### src/rtl/pos_cfg_pkg.sv
`timescale 1ns/1ps
package pos_cfg_pkg;
  localparam int BYTE_W     = 8;
  localparam int NUM_REGS   = 8;
  localparam int IDX_W      = $clog2(NUM_REGS);
  localparam int IO_W       = 16;
  localparam int MEM_W      = 20;
  localparam int IRQ_W      = 4;
  localparam int DMA_W      = 4;
  localparam int IO_SPAN_W  = 2;   // 4-byte I/O window
  localparam int ROM_SPAN_W = 14;  // 16 KB ROM window
  localparam int FIRST_WR   = 2;   // lowest writable offset

  localparam int IDX_CTRL = 2;
  localparam int IDX_SEL  = 3;
  localparam int IDX_IRQ  = 4;
  localparam int IDX_DMA  = 5;
  localparam int BIT_CARD_EN = 0;
  localparam int BIT_ROM_OFF = 7;

  localparam logic [BYTE_W-1:0] ADAPTER_ID = 8'h1F;

  // Masked select: bit7 and bit2 must be 0 and bits 1:0 non-zero.
  function automatic logic [IO_W-1:0] io_base_of(input logic [BYTE_W-1:0] sel);
    logic [IO_W-1:0] b;
    b = '0;
    if (!sel[7] && !sel[2] && sel[1:0] != 2'b00)
      b = {6'd0, sel[1:0], 8'h30} + (sel[6] ? 16'h0004 : 16'h0000);
    return b;
  endfunction

  function automatic logic rom_code_ok(input logic [2:0] code);
    return code >= 3'd2;
  endfunction

  function automatic logic [MEM_W-1:0] rom_base_of(input logic [2:0] code);
    return {3'b000, code, 14'd0} + 20'hC0000;
  endfunction

  function automatic logic [IRQ_W-1:0] irq_of(input logic [2:0] low);
    return {1'b1, low};
  endfunction

  function automatic logic io_in_window(input logic [IO_W-1:0] a,
                                        input logic [IO_W-1:0] base);
    return (base != '0) && (a[IO_W-1:IO_SPAN_W] == base[IO_W-1:IO_SPAN_W]);
  endfunction

  function automatic logic rom_in_window(input logic [MEM_W-1:0] a,
                                         input logic [MEM_W-1:0] base);
    return (base != '0) && (a[MEM_W-1:ROM_SPAN_W] == base[MEM_W-1:ROM_SPAN_W]);
  endfunction
endpackage

### src/rtl/pos_regfile.sv
`timescale 1ns/1ps
module pos_regfile
  import pos_cfg_pkg::*;
(
  input  logic                               clk,
  input  logic                               rst_n,
  input  logic                               wr_en,
  input  logic [IDX_W-1:0]                   wr_addr,
  input  logic [BYTE_W-1:0]                  wr_data,
  input  logic [IDX_W-1:0]                   rd_addr,
  output logic [BYTE_W-1:0]                  rd_data,
  output logic                               wr_take,
  output logic [NUM_REGS-1:0][BYTE_W-1:0]    regs_nxt
);
  logic [NUM_REGS-1:0][BYTE_W-1:0] regs_q;

  assign wr_take = wr_en && (int'(wr_addr) >= FIRST_WR);

  for (genvar i = 0; i < NUM_REGS; i++) begin : g_reg
    if (i < FIRST_WR) begin : g_fixed
      assign regs_q[i]   = (i == 0) ? ADAPTER_ID : '0;
      assign regs_nxt[i] = regs_q[i];
    end else begin : g_rw
      logic hit;
      assign hit         = wr_take && (wr_addr == IDX_W'(i));
      assign regs_nxt[i] = hit ? wr_data : regs_q[i];
      always_ff @(posedge clk or negedge rst_n) begin
        if (!rst_n) regs_q[i] <= '0;
        else        regs_q[i] <= regs_nxt[i];
      end
    end
  end

  assign rd_data = regs_q[rd_addr];
endmodule

### src/rtl/pos_decode.sv
`timescale 1ns/1ps
module pos_decode
  import pos_cfg_pkg::*;
(
  input  logic                               clk,
  input  logic                               rst_n,
  input  logic                               wr_take,
  input  logic [NUM_REGS-1:0][BYTE_W-1:0]    regs_nxt,
  output logic [IO_W-1:0]                    io_base,
  output logic [IRQ_W-1:0]                   irq_num,
  output logic [DMA_W-1:0]                   dma_chan,
  output logic [MEM_W-1:0]                   rom_base,
  output logic                               dec_update,
  output logic                               cfg_ready
);
  logic [BYTE_W-1:0] ctrl_b, sel_b, irq_b, dma_b;
  logic [IO_W-1:0]   base_d;
  logic [IRQ_W-1:0]  irq_d;
  logic [DMA_W-1:0]  dma_d;
  logic [MEM_W-1:0]  rom_d;
  logic [2:0]        rom_code;

  assign ctrl_b   = regs_nxt[IDX_CTRL];
  assign sel_b    = regs_nxt[IDX_SEL];
  assign irq_b    = regs_nxt[IDX_IRQ];
  assign dma_b    = regs_nxt[IDX_DMA];
  assign rom_code = sel_b[5:3];

  assign dec_update = wr_take && ctrl_b[BIT_CARD_EN];

  always_comb begin
    base_d = io_base;
    irq_d  = irq_num;
    dma_d  = dma_chan;
    rom_d  = rom_base;
    if (dec_update) begin
      base_d = io_base_of(sel_b & 8'hC7);
      irq_d  = irq_of(irq_b[2:0]);
      dma_d  = dma_b[DMA_W-1:0];
      if (ctrl_b[BIT_ROM_OFF])     rom_d = '0;
      else if (rom_code_ok(rom_code)) rom_d = rom_base_of(rom_code);
    end
  end

  assign cfg_ready = wr_take && (base_d != '0) && (irq_d != '0) && (dma_d != '0);

  always_ff @(posedge clk or negedge rst_n) begin
    if (!rst_n) begin
      io_base  <= '0;
      irq_num  <= '0;
      dma_chan <= '0;
      rom_base <= '0;
    end else begin
      io_base  <= base_d;
      irq_num  <= irq_d;
      dma_chan <= dma_d;
      rom_base <= rom_d;
    end
  end
endmodule

### src/rtl/pos_reset_timer.sv
`timescale 1ns/1ps
module pos_reset_timer #(
  parameter int RESET_CYCLES = 625_000
) (
  input  logic clk,
  input  logic rst_n,
  input  logic start,
  output logic selftest,
  output logic idle,
  output logic done
);
  localparam int CNT_W = $clog2(RESET_CYCLES + 1);

  logic [CNT_W-1:0] cnt;

  always_ff @(posedge clk or negedge rst_n) begin
    if (!rst_n)          cnt <= '0;
    else if (start)      cnt <= CNT_W'(RESET_CYCLES);
    else if (cnt != '0)  cnt <= cnt - 1'b1;
  end

  assign selftest = (cnt != '0);
  assign idle     = ~selftest;
  assign done     = (cnt == CNT_W'(1)) && !start;
endmodule

### src/rtl/pos_cfg_decoder.sv
`timescale 1ns/1ps
module pos_cfg_decoder
  import pos_cfg_pkg::*;
#(
  parameter int RESET_CYCLES = 625_000  // 5 ms at 125 MHz
) (
  input  logic              clk,
  input  logic              rst_n,
  input  logic              wr_en,
  input  logic [2:0]        wr_addr,
  input  logic [7:0]        wr_data,
  input  logic [2:0]        rd_addr,
  output logic [7:0]        rd_data,
  input  logic [15:0]       io_addr,
  output logic              io_hit,
  input  logic [19:0]       mem_addr,
  output logic              rom_hit,
  output logic [15:0]       io_base,
  output logic [3:0]        irq_num,
  output logic [3:0]        dma_chan,
  output logic [19:0]       rom_base,
  output logic              stat_selftest,
  output logic              stat_idle
);
  logic                            wr_take;
  logic [NUM_REGS-1:0][BYTE_W-1:0] regs_nxt;
  logic                            dec_update;
  logic                            cfg_ready;
  logic                            reset_done;

  pos_regfile u_regs (
    .clk      (clk),
    .rst_n    (rst_n),
    .wr_en    (wr_en),
    .wr_addr  (wr_addr),
    .wr_data  (wr_data),
    .rd_addr  (rd_addr),
    .rd_data  (rd_data),
    .wr_take  (wr_take),
    .regs_nxt (regs_nxt)
  );

  pos_decode u_dec (
    .clk        (clk),
    .rst_n      (rst_n),
    .wr_take    (wr_take),
    .regs_nxt   (regs_nxt),
    .io_base    (io_base),
    .irq_num    (irq_num),
    .dma_chan   (dma_chan),
    .rom_base   (rom_base),
    .dec_update (dec_update),
    .cfg_ready  (cfg_ready)
  );

  pos_reset_timer #(.RESET_CYCLES(RESET_CYCLES)) u_tmr (
    .clk      (clk),
    .rst_n    (rst_n),
    .start    (cfg_ready),
    .selftest (stat_selftest),
    .idle     (stat_idle),
    .done     (reset_done)
  );

  assign io_hit  = io_in_window(io_addr, io_base);
  assign rom_hit = rom_in_window(mem_addr, rom_base);
endmodule

### config.mk
export PLATFORM = sky130hd
export DESIGN_NAME = pos_cfg_decoder
export DESIGN_NICKNAME = d
export VERILOG_FILES = /design/src/rtl/pos_cfg_pkg.sv /design/src/rtl/pos_regfile.sv /design/src/rtl/pos_decode.sv /design/src/rtl/pos_reset_timer.sv /design/src/rtl/pos_cfg_decoder.sv
export SDC_FILE = /design/constraint.sdc
export NUM_CORES = 1
export LEC_CHECK = 0
export ABC_CLOCK_PERIOD_IN_PS = 2330
export CORE_MARGIN = 5
export CORE_UTILIZATION = 35
export DETAILED_ROUTE_END_ITERATION = 8
export PLACE_DENSITY_LB_ADDON = 0.15
export SKIP_LAST_GASP = 1
export SLEW_MARGIN = 10
export SYNTH_ARGS = -nofsm -noshare
export SYNTH_HDL_FRONTEND = slang
export SYNTH_SLANG_ARGS = --single-unit
### constraint.sdc
create_clock -name clk -period 2.33 [get_ports clk]
set_clock_uncertainty 0.1 [all_clocks]
set_input_delay 0.3495 -clock clk [delete_from_list [all_inputs] [get_ports clk]]
set_output_delay 0.3495 -clock clk [all_outputs]
set_load 0.01 [all_outputs]
* After elaboration in Yosys (flattened, before gate mapping)
Index checks and enable logic that the tools add are counted.
W data, S select, Z words.
** Storage, ports and cells
- Flip-flop bits (word level) :: 112
- Latch bits :: 0
- Memory bits (writable) :: 0
- Bits in read-only memories :: 0
- Input port bits :: 53
- Output and inout port bits :: 56
- Word-level logic and storage cells :: 71
- Memories kept :: 0
** Cells by class
- Add/sub/neg operators :: 3
- Multipliers :: 0
- Div/mod/pow operators :: 0
- Order comparisons :: 3
- Eq/ne operators :: 8
- Shift-type cells :: 0
- Mux-type cells :: 15
- Bitwise operators :: 1
- Reductions and logical operators :: 27
** Operator list (count)
- $mux W20 :: 4
- $reduce_bool A20 Y1 :: 2
- $mux W16 :: 2
- $reduce_bool A16 Y1 :: 2
- $bmux W8 S3 :: 1
- $mux W8 :: 3
- $add A18 B19 Y20 const B :: 1
- $sub A20 B1 Y20 const B :: 1
- $add A10 B16 Y16 :: 1
- $logic_and A1 B1 Y1 :: 15
- $eq A14 B14 Y1 :: 1
- $eq A3 B3 Y1 const B :: 4
- $mux W4 :: 3
- $reduce_bool A4 Y1 :: 2
- $eq A3 B2 Y1 const B :: 2
- $eq A6 B6 Y1 :: 1
- $ge A3 B2 Y1 const B :: 2
- $mux W3 :: 2
- $reduce_bool A2 Y1 :: 3
- $lt A3 B4 Y1 const B :: 1
- $logic_not A1 Y1 :: 2
- $reduce_and A2 Y1 :: 1
- $not A1 Y1 :: 1

* Longest topological paths before layout
Gate-level depths: netlist of the first run.
- Depth after elaboration :: 14
- Gate-level depth with buffers :: 8
- Depth with buffers taken out :: 8

* Hierarchy
Synthesis of the first run repeated with hierarchy kept, for this count alone.
** Unflattened totals
- Cells, all modules :: 458
- Area, all modules :: 5282.6 um^2
** Modules (own cells, without submodules)
- pos_regfile :: times used 1, cells each 187, area each 2471.1 um^2, sequential area each 1201.2 um^2
- pos_reset_timer :: times used 1, cells each 131, area each 1276.2 um^2, sequential area each 500.5 um^2
- pos_decode :: times used 1, cells each 101, area each 1223.7 um^2, sequential area each 700.7 um^2
- pos_cfg_decoder :: times used 1, cells each 39, area each 311.5 um^2, sequential area each 0.0 um^2

* Worst setup path before layout of the first run
OpenSTA, ideal clock, no wires.
- Path type :: reg-to-reg
- From :: register u_tmr.cnt[8]
- To :: register u_tmr.cnt[18]
- Library setup time :: 0.133 ns
- Data arrival time :: 2.131 ns
- Data required time :: 2.097 ns
- Setup slack :: -0.034 ns
- Stages on the path, launching flop included :: 6
- Path buffers :: 0
- Clock period less this slack :: 2.364 ns
- Path through :: dfrtp_1 > or4_4 > or4_4 > or3_4 > o31a_1 > a2bb2oi_1
** Between the ends
- Word-level cells in the longest chain between the ends :: 3
- Elaborated cells on any way between the ends :: 5
- Those cells by class :: add/sub (1); mux (2); reduce/logical (2)
** RTL lines
- from (decl) :: line pos_reset_timer.sv:14 : logic [CNT_W-1:0] cnt;
- from (signal assigned) :: line pos_reset_timer.sv:18 : else if (start) cnt <= CNT_W'(RESET_CYCLES);
- from (signal assigned) :: line pos_reset_timer.sv:19 : else if (cnt != '0) cnt <= cnt - 1'b1;
- $sub A20 B1 Y20 :: line pos_reset_timer.sv:19
- $mux W20 :: line pos_reset_timer.sv:19
- $mux W20 :: line pos_reset_timer.sv:18
Several ways; a longest one is shown, not always the timed one. The select of a mux whose other input is x is not followed.
A chain may end at the register's enable or synchronous reset.

* Worst setup path after layout of the first run
- From :: register u_tmr.cnt[11]
- To :: output stat_idle
** Between the ends
- Word-level cells in the longest chain between the ends :: 2
** RTL lines
- $reduce_bool A20 Y1 :: line pos_reset_timer.sv:22 : assign selftest = (cnt != '0);
- $not A1 Y1 :: line pos_reset_timer.sv:23 : assign idle = ~selftest;
- to (decl) :: line pos_cfg_decoder.sv:23 : output logic stat_idle
No other way between the ends.

==> results of run 1 <==
-- final cells by class --
class,instances,area [sq um],area share [%]
clock inverters,5,106,1.60
clock buffers,10,229,3.44
well taps,176,220,3.31
inverters,18,70.1,1.05
repair buffers,156,1360,20.4
flip-flops and latches,96,2400,36.1
multi-input cells,298,2260,34.1
-- placed cells by master (no fill, tap or decap), types with 3 or more instances in the layout --
cell type,n
sky130_fd_sc_hd__a21oi_1,18
sky130_fd_sc_hd__a22oi_1,5
sky130_fd_sc_hd__a311oi_1,5
sky130_fd_sc_hd__and2_1,11
sky130_fd_sc_hd__and3_1,5
sky130_fd_sc_hd__buf_2,4
sky130_fd_sc_hd__buf_4,76
sky130_fd_sc_hd__buf_6,3
sky130_fd_sc_hd__bufinv_16,3
sky130_fd_sc_hd__clkbuf_16,9
sky130_fd_sc_hd__clkdlybuf4s50_1,62
sky130_fd_sc_hd__conb_1,15
sky130_fd_sc_hd__dfrtp_1,96
sky130_fd_sc_hd__dlygate4sd2_1,8
sky130_fd_sc_hd__inv_1,17
sky130_fd_sc_hd__mux2_2,41
sky130_fd_sc_hd__mux2i_1,6
sky130_fd_sc_hd__mux4_2,8
sky130_fd_sc_hd__nand2_1,39
sky130_fd_sc_hd__nand2b_1,5
sky130_fd_sc_hd__nand3b_1,3
sky130_fd_sc_hd__nand4_1,4
sky130_fd_sc_hd__nand4b_1,3
sky130_fd_sc_hd__nor2_1,9
sky130_fd_sc_hd__nor3_1,9
sky130_fd_sc_hd__nor4_1,8
sky130_fd_sc_hd__nor4_2,3
sky130_fd_sc_hd__o211ai_1,5
sky130_fd_sc_hd__o21ai_0,20
sky130_fd_sc_hd__o31ai_1,3
sky130_fd_sc_hd__or3_1,4
sky130_fd_sc_hd__or4_1,3
sky130_fd_sc_hd__or4_4,3
sky130_fd_sc_hd__xnor2_1,15
sky130_fd_sc_hd__xor2_1,8
-- timing repair --
item | in CTS | in global routing
setup buffers | 1 | 1
setup endpoints to repair | 21 | 14
gates resized for setup | 44 | 4
pin swaps | 4 | 2
endpoints found under the hold margin | 25 | 0
hold buffers | 1 | 0
-- worst register-to-register path: stages (launching register included) --
cell	delay (ns)
sky130_fd_sc_hd__dfrtp_1	0.38
sky130_fd_sc_hd__or4_4	0.53
sky130_fd_sc_hd__buf_4	0.16
sky130_fd_sc_hd__or4_4	0.41
sky130_fd_sc_hd__or3_4	0.41
sky130_fd_sc_hd__o31a_1	0.25
sky130_fd_sc_hd__a2bb2oi_1	0.13
-- through the flow --
step	power, uW	utilization (%)
after floorplan	3040	-
final	5480	49.8
after detailed placement	3830	46.9
after global routing	5790	49.8
after CTS	5540	49.6
after global placement	3800	46.9
-- kinds of logic after synthesis --
| family | Yosys count |
|---|---|
| other | 1 |
| flip-flops | 96 |
| buffers and inverters | 55 |
| XOR/XNOR | 23 |
| adder cells (fa/ha/maj) | 1 |
| AND/OR/NAND/NOR | 126 |
| AO/OA/AOI/OAI | 78 |
| multiplexers | 55 |
-- sequential cells by signal, summed over array words and instances (netlist names) --
name,flops
u_dec.io_base,16
u_tmr.cnt,20
u_regs.regs_q,48
u_dec.irq_num,4
u_dec.rom_base,4
u_dec.dma_chan,4
-- report_power, final --
part	total (uW)	internal (uW)	switching (uW)
Sequential	2250	2010	240
Clock	1670	1050	622
Combinational	1560	883	678
Total	5480	3940	1540
-- layer usage --
metal | vias up | track usage, % | wire, um
met3 | 9 | 3.05 | 507
li1 | 1832 | - | -
met2 | 83 | 24.8 | 5960
met1 | 1847 | 20.8 | 5780
met5 | - | 0 | 0
met4 | 0 | 5.87 | 130
-- worst paths after layout --
path / to / slack [ns] / cells past startpoint
worst max-delay path: stat_idle / -0.16 / 5
worst min-delay path: u_tmr.cnt[12]$_DFFE_PN0P_ / 0.36 / 2
worst max register to register: u_tmr.cnt[18]$_DFFE_PN0P_ / -0.15 / 6
worst min register to register: u_regs.regs_q[49]$_DFFE_PN0P_ / 0.40 / 1
max in group asynchronous: u_regs.regs_q[45]$_DFFE_PN0P_ / 1.11 / 3
min in group clk: u_regs.regs_q[49]$_DFFE_PN0P_ / 0.40 / 1
==> results by stage, run 1 <==
Synth:
- After synthesis, the cell types taking the most area are sky130_fd_sc_hd__dfrtp_1, sky130_fd_sc_hd__mux2_2, sky130_fd_sc_hd__mux4_2.
- The number of cells produced by synthesis is ~440.
- The dominant combinational cell family by area after synthesis is simple AND/OR/NAND/NOR gates.
- The number of enable flip-flop cells after synthesis is 0.
- The fraction of the mapped netlist area in adder cells is less than 1%.
- The cell taking the most area after synthesis is sky130_fd_sc_hd__dfrtp_1.
- The flip-flop cell with the highest count after synthesis is sky130_fd_sc_hd__dfrtp_1.
- The total of flip-flops plus latches after synthesis is 96.
- The warning count from the yosys run is 0.
- After synthesis, flip-flops and latches occupy between 40 and 50% of the total area.
- Counting distinct cell types in the post-synthesis netlist gives 61.
- The post-synthesis xor/xnor area fraction is 4.18%.
- The top-area cell type share of the netlist area is between 40% and 50%.
- The multiplexer fraction of the synthesized cell area is around 15%.
- The per-instance average area after synthesis is roughly 11 sq um.
- Summing the areas of all compound-gate instances in the mapped netlist gives 10.6% of the synthesized area.
- By count the netlist is led by sky130_fd_sc_hd__dfrtp_1, sky130_fd_sc_hd__mux2_2, sky130_fd_sc_hd__nand2_1, sky130_fd_sc_hd__a21oi_1, sky130_fd_sc_hd__o21ai_0.
- The synthesized netlist devotes between 10 and 15% of its cell area to simple gates.
- The synthesized area is between 0.004 and 0.005 sq mm.
- By instance count, the leading cell after synthesis is sky130_fd_sc_hd__dfrtp_1.
- In the synthesized netlist the async set-or-reset flop fraction comes to between 90% and 100%.

Detailed routing:
- Wires add up to around 12000 um.
- The first-iteration detailed-routing DRC count is 150.
- The number of iterations in the first detailed-routing pass is 4.
- Dividing the detail-routed wire length by the instance count gives roughly 16 um.
- After detailed routing, the number of vias per cell comes to about 5.
- The post-route DRC violation count is 0.
- The count of nets left with antenna violations after detail routing is 0.
- The via count of the routed design is 3771.

Finish:
- For this run, the post-layout net count is 633.
- The filler-free cell count of the finished design is 759.
- The post-route netlist has 28.8% of its cells at a drive strength greater than 1.
- The count of filler cells inserted in the layout is roughly 1.2k.
- With fillers left out, the area of the finished cells amounts to about 0.0066 sq mm.
- Compared with the post-synthesis result, the final layout area differs by 38.0%.
- The antenna diode instance count is 0.

STA:
- The smallest setup slack after layout is -0.157 ns.
- The final-report hold violation count was 0.
- Setup repair after global routing could not meet its margin everywhere.
- The remaining max-slew budget at the tightest pin is between 60% and 70%.
- Subtracting the final worst setup slack from the clock period gives 2.49 ns.
- The max-slew violation count came to 0.
- The number of failing setup endpoints in the final timing report is 10.
- Timing would allow up to ~400 MHz.
- The final critical path takes up 107% of the cycle.
- For the pin with the worst max-slew slack, the measured transition is 0.489 ns.
- The total negative slack for setup checks is -0.720 ns.
- The worst hold slack is 0.363 ns.

Setup path:
- The most critical setup path has its startpoint at u_tmr.cnt[11]$_DFFE_PN0P_.
- The beginning of the worst register-to-register path is u_tmr.cnt[11]$_DFFE_PN0P_.
- The total buffers and inverters traversed by the critical path is 2.
- Traced cell by cell, the critical path runs through or4_4 -> or3_4 -> or2_4 -> inv_4 -> buf_6.
- By startpoint and endpoint, the worst setup path is classified as flip-flop to output pin.
- The worst setup path is launched from a flip-flop.
- The kind of end point of the critical path is an output pin.
- Of all nets on the critical path, the largest fanout is 2.
- At the worst endpoint, the required time is ~1.9 ns.
- For the worst setup path, the data arrival time is roughly 2.0 ns.
- The slowest stage cell on the critical path is sky130_fd_sc_hd__or4_4.
- The longest individual stage delay on the worst path is 0.53 ns.
- The category of cells accounting for the largest share of critical-path delay is simple AND/OR/NAND/NOR gates.

Clocking:
- The tree is rooted in a sky130_fd_sc_hd__clkbuf_16.
- In this run, CTS created clock tree buffers numbering 9.
- The number of H-tree levels is 3.
- TritonCTS built the clock tree.
- Clock-pin slew was measured on the worst setup and hold paths at roughly 0.060 ns.
- CTS saw 96 sinks.
- At the later pin of the worst-skew pair, clock insertion delay measures between 0.3 and 0.4 ns.
- The number of buffers on the longest clock path is 2.

Global route:
- The initial antenna violation count was 0.
- In the global route stage, overall resource usage came out at 15.5%.
- The leftover overflow at the end of global routing is 0.
- The pin count of the biggest net entering global routing is 63.
- The first global-routing pass estimated 20000 um of wire.
- The via count of the first global-routing pass was 3890.

Place:
- The count of input and output buffers is 77.
- The post-place setup slack is -0.406 ns.
- Summing all placed instances gives a cell area of about 0.0063 sq mm.
- The final RePlAce weighted congestion is around 0.8.
- The number of placed instances, taps included, is roughly 740.
- Detailed placement ended at an HPWL of 9320 um.

Run status:
- The checks that failed: setup timing.
- The run finished, with violations left.

Power:
- Power spread over the standard cell area amounts to ~820 mW/mm^2.
- Across the VDD grid, the largest voltage drop is approximately 0.45 mV.
- In this run the static leakage power is between 0.002 and 0.003 uW.

Min path:
- The tightest min-delay check is of the primary input to asynchronous set/reset pin type.

Floorplan:
- For this configuration, the core starts out at a cell density of between 30% and 40%.
- The count of standard-cell rows is 42.
- The count of boundary I/O pins is between 100 and 150.
- The area of the core is 0.0133 sq mm.
- The die is around 130 um wide.
- The die covers between 0.015 and 0.02 sq mm.
- The y dimension of the die is 127 um.

Job:
- The tool flagged a number of max-cap violations equal to 0.
Power figures use the tool's default switching activity.
==> run 2: changes to the inputs <==
--- a/constraint.sdc
+++ b/constraint.sdc
@@ -4,2 +4,2 @@
 set_output_delay 0.3495 -clock clk [all_outputs]
-set_load 0.01 [all_outputs]
+set_load 0.005 [all_outputs]
==> results by stage, run 2 (same netlist as run 1, synthesis figures left out) <==
Clocking:
- The clock slew seen by the registers of the worst setup and hold paths is 0.06 ns.
- In this run, CTS created clock tree buffers numbering 9.
- TritonCTS built the clock tree.
- The number of buffers on the longest clock path is 2.
- The root buffer cell chosen for the clock tree is sky130_fd_sc_hd__clkbuf_16.
- The insertion delay of the later-clocked pin in the worst-skew pair is roughly 0.34 ns.
- The tree built by TritonCTS fans out to 96 sinks.
- The number of H-tree levels is 3.

Finish:
- The register with the most flip-flops in the final layout is u_regs.regs_q.
- In the final design database the tool counted roughly 630 nets.
- Of the cells placed in the final design, the portion with a size suffix greater than 1 is approximately 29%.
- The multi-input combinational cells in the finished layout cover a total of 0.00230 sq mm.
- For this run, the number of standard cells in the final layout without fillers is between 700 and 800.
- The largest registers in the layout are u_regs.regs_q: 48 flops, u_tmr.cnt: 20 flops, u_dec.io_base: 16 flops.
- The count of filler cells inserted in the layout is between 1k and 1.5k.
- Summing all flip-flop and latch instances after layout gives around 0.0024 sq mm.
- The register with the most flip-flops in the layout has 48 of them.
- The post-synthesis to final-layout area growth is 39.1%.
- The repair_antennas step left the layout with diodes totalling 0.
- Leaving out fill and tap cells, the most frequent cell in the layout is sky130_fd_sc_hd__dfrtp_1.
- The library cells used most frequently in the layout, excluding fill and tap cells, are sky130_fd_sc_hd__dfrtp_1, sky130_fd_sc_hd__buf_4, sky130_fd_sc_hd__clkdlybuf4s50_1.

STA:
- On the final layout, the worst hold slack is 0.281 ns.
- The minimum clock period after layout is about 2.5 ns.
- Setup repair after global routing could not meet its margin everywhere.
- Setup violations remaining at the end of the flow were counted as 7.
- The final-report hold violation count is 0.
- The highest clock rate is between 400 and 500 MHz.
- The max-slew violation count came to 0.
- The smallest setup slack after layout is -0.170 ns.
- Dividing the final minimum period by the clock period gives 107%.

Global route:
- The via count of the first global-routing pass is 3890.
- The total routing usage reported by global routing is between 15 and 20%.
- The leftover overflow at the end of global routing is 0.
- The initial antenna violation count is 0.
- The first global-routing pass estimated roughly 20000 um of wire.
- The pin count of the biggest net entering global routing is 56.

Power:
- The static power due to leakage is approximately 0.003 uW.
- The worst-case IR drop observed on VDD is about 0.51 mV.
- The power density of the placed cells is approximately 810 mW/mm^2.

Setup path:
- The longest individual stage delay on the worst path is 0.54 ns.
- The launching element type of the critical path is a flip-flop.
- STA classifies the critical path endpoint as a flip-flop.
- The setup check on the worst reg-to-reg path leaves a slack of -0.17 ns.
- Walking the worst path, the cells encountered are or4_4 -> buf_6 -> or4_4 -> or3_4 -> o31a_1 -> a2bb2oi_1.
- Of all nets on the critical path, the largest fanout is 4.
- Counting stages on the worst path, the most repeated cell is sky130_fd_sc_hd__or4_4.
- For this design, the slowest cell found on the critical path is sky130_fd_sc_hd__or4_4.
- The critical path class is flip-flop to flip-flop.
- The data required time of the worst path is between 2 and 2.5 ns.
- The endpoint arrival time on the critical path is 2.62 ns.

Detailed routing:
- Dividing the detail-routed wire length by the instance count gives 16.4 um.
- The routed layout has between 3k and 4k vias.
- After detailed routing, the number of vias per cell comes to 5.06.
- The count of nets left with antenna violations once routing finished came out at 0.
- The number of iterations in the first detailed-routing pass is 4.
- In the routed design, unresolved DRC markers number 0.
- The routed design has roughly 12000 um of wire.
- After the first detailed-routing iteration, the DRC count stood at 180.

Floorplan:
- In this run the count of I/O pins placed on the die edge is between 100 and 150.
- The y dimension of the die is approximately 130 um.
- The die area is 0.0162 sq mm.
- The initial cell density of the core is a little over a third.
- The floorplan has between 40 and 50 rows.
- The x dimension of the die is around 130 um.
- The region available for standard cell placement spans between 0.01 and 0.015 sq mm.

Place:
- The count of input and output buffers is 77.
- The wire-length estimate of the detail-placed layout is approximately 9400 um.
- At the end of routability-driven placement, the weighted congestion stood at around 0.81.
- The count of placed standard cells including taps is 736.

Min path:
- The min-delay analysis places its worst path in the category primary input to asynchronous set/reset pin.

Job:
- Across the run, the number of max-cap violations was 0.

Run status:
- The run finished, with violations left.
- The final reports fail on setup timing.
==> run 2: cell count changes in the layout (fill, tap and decap cells not counted), moves of 2 or more <==
cell | before | now
sky130_fd_sc_hd__dlygate4sd2_1 | 8 | 6
sky130_fd_sc_hd__dlymetal6s2s_1 | 0 | 5
sky130_fd_sc_hd__buf_4 | 76 | 74
sky130_fd_sc_hd__buf_2 | 4 | 2
sky130_fd_sc_hd__a21oi_2 | 2 | 4
sky130_fd_sc_hd__a21oi_1 | 18 | 16
==> run 2: layer usage <==
| layer | wire, um | GRT usage (%) |
|---|---|---|
| met3 | 678 | 2.88 |
| met1 | 5680 | 21.0 |
| met5 | 0 | 0 |
| met4 | 175 | 5.30 |
| met2 | 5870 | 24.9 |
==> run 2: where the power goes <==
group / switching (uW) / total (uW) / internal [uW]
registers: 257 / 2270 / 2010
logic: 621 / 1530 / 907
clock network: 625 / 1670 / 1040
==> run 2: stage by stage <==
stage / power [uW] / area, sq um / util [%] / setup slack [ns] / TNS [ns]
after detailed placement: 3750 / 6220 / 46.6 / -0.390 / -6.77
final: 5460 / 6700 / 50.2 / -0.170 / -0.573
after floorplan: 2980 / 4870 / - / 0.00989 / 0
after global routing: 5760 / 6700 / 50.2 / -0.215 / -1.22
after CTS: 5480 / 6610 / 49.5 / -0.188 / -0.726
after global placement: 3710 / 6220 / 46.6 / -0.386 / -6.19
==> run 2: worst max-delay path: cells and delay by family, from the launching register on <==
family	cells	cell delay (ns)
simple gates	3	1.39
compound gates	2	0.38
flops	1	0.37
buf+inv	1	0.14
==> run 2: worst paths after layout <==
| check | start | end | cells after the start |
|---|---|---|---|
| worst max-delay path | u_tmr.cnt[9]$_DFFE_PN0P_ | u_tmr.cnt[18]$_DFFE_PN0P_ | 6 |
| worst min-delay path | rst_n | u_tmr.cnt[12]$_DFFE_PN0P_ | 2 |
| worst max register to register | u_tmr.cnt[9]$_DFFE_PN0P_ | u_tmr.cnt[18]$_DFFE_PN0P_ | 6 |
| worst min register to register | u_regs.regs_q[48]$_DFFE_PN0P_ | u_regs.regs_q[48]$_DFFE_PN0P_ | 1 |
| max in group asynchronous | rst_n | u_regs.regs_q[27]$_DFF_PN0_ | 3 |
| min in group clk | u_regs.regs_q[48]$_DFFE_PN0P_ | u_regs.regs_q[48]$_DFFE_PN0P_ | 1 |
==> run 2: area by class of cell <==
type | count | share of cell area, %
sequential | 96 | 35.8
clock buffer | 9 | 3.36
clock inverter | 5 | 1.59
multi-input combinational | 298 | 34.4
timing repair buffer | 155 | 20.5
inverter | 18 | 1.01
tap | 176 | 3.29
==> run 2: what timing repair did <==
item,4_1_cts,5_1_grt
setup endpoints to repair,22,26
pin swaps,8,9
hold endpoints to repair,9,0
hold buffers,1,0
resized for setup,28,18
buffers inserted,2,4
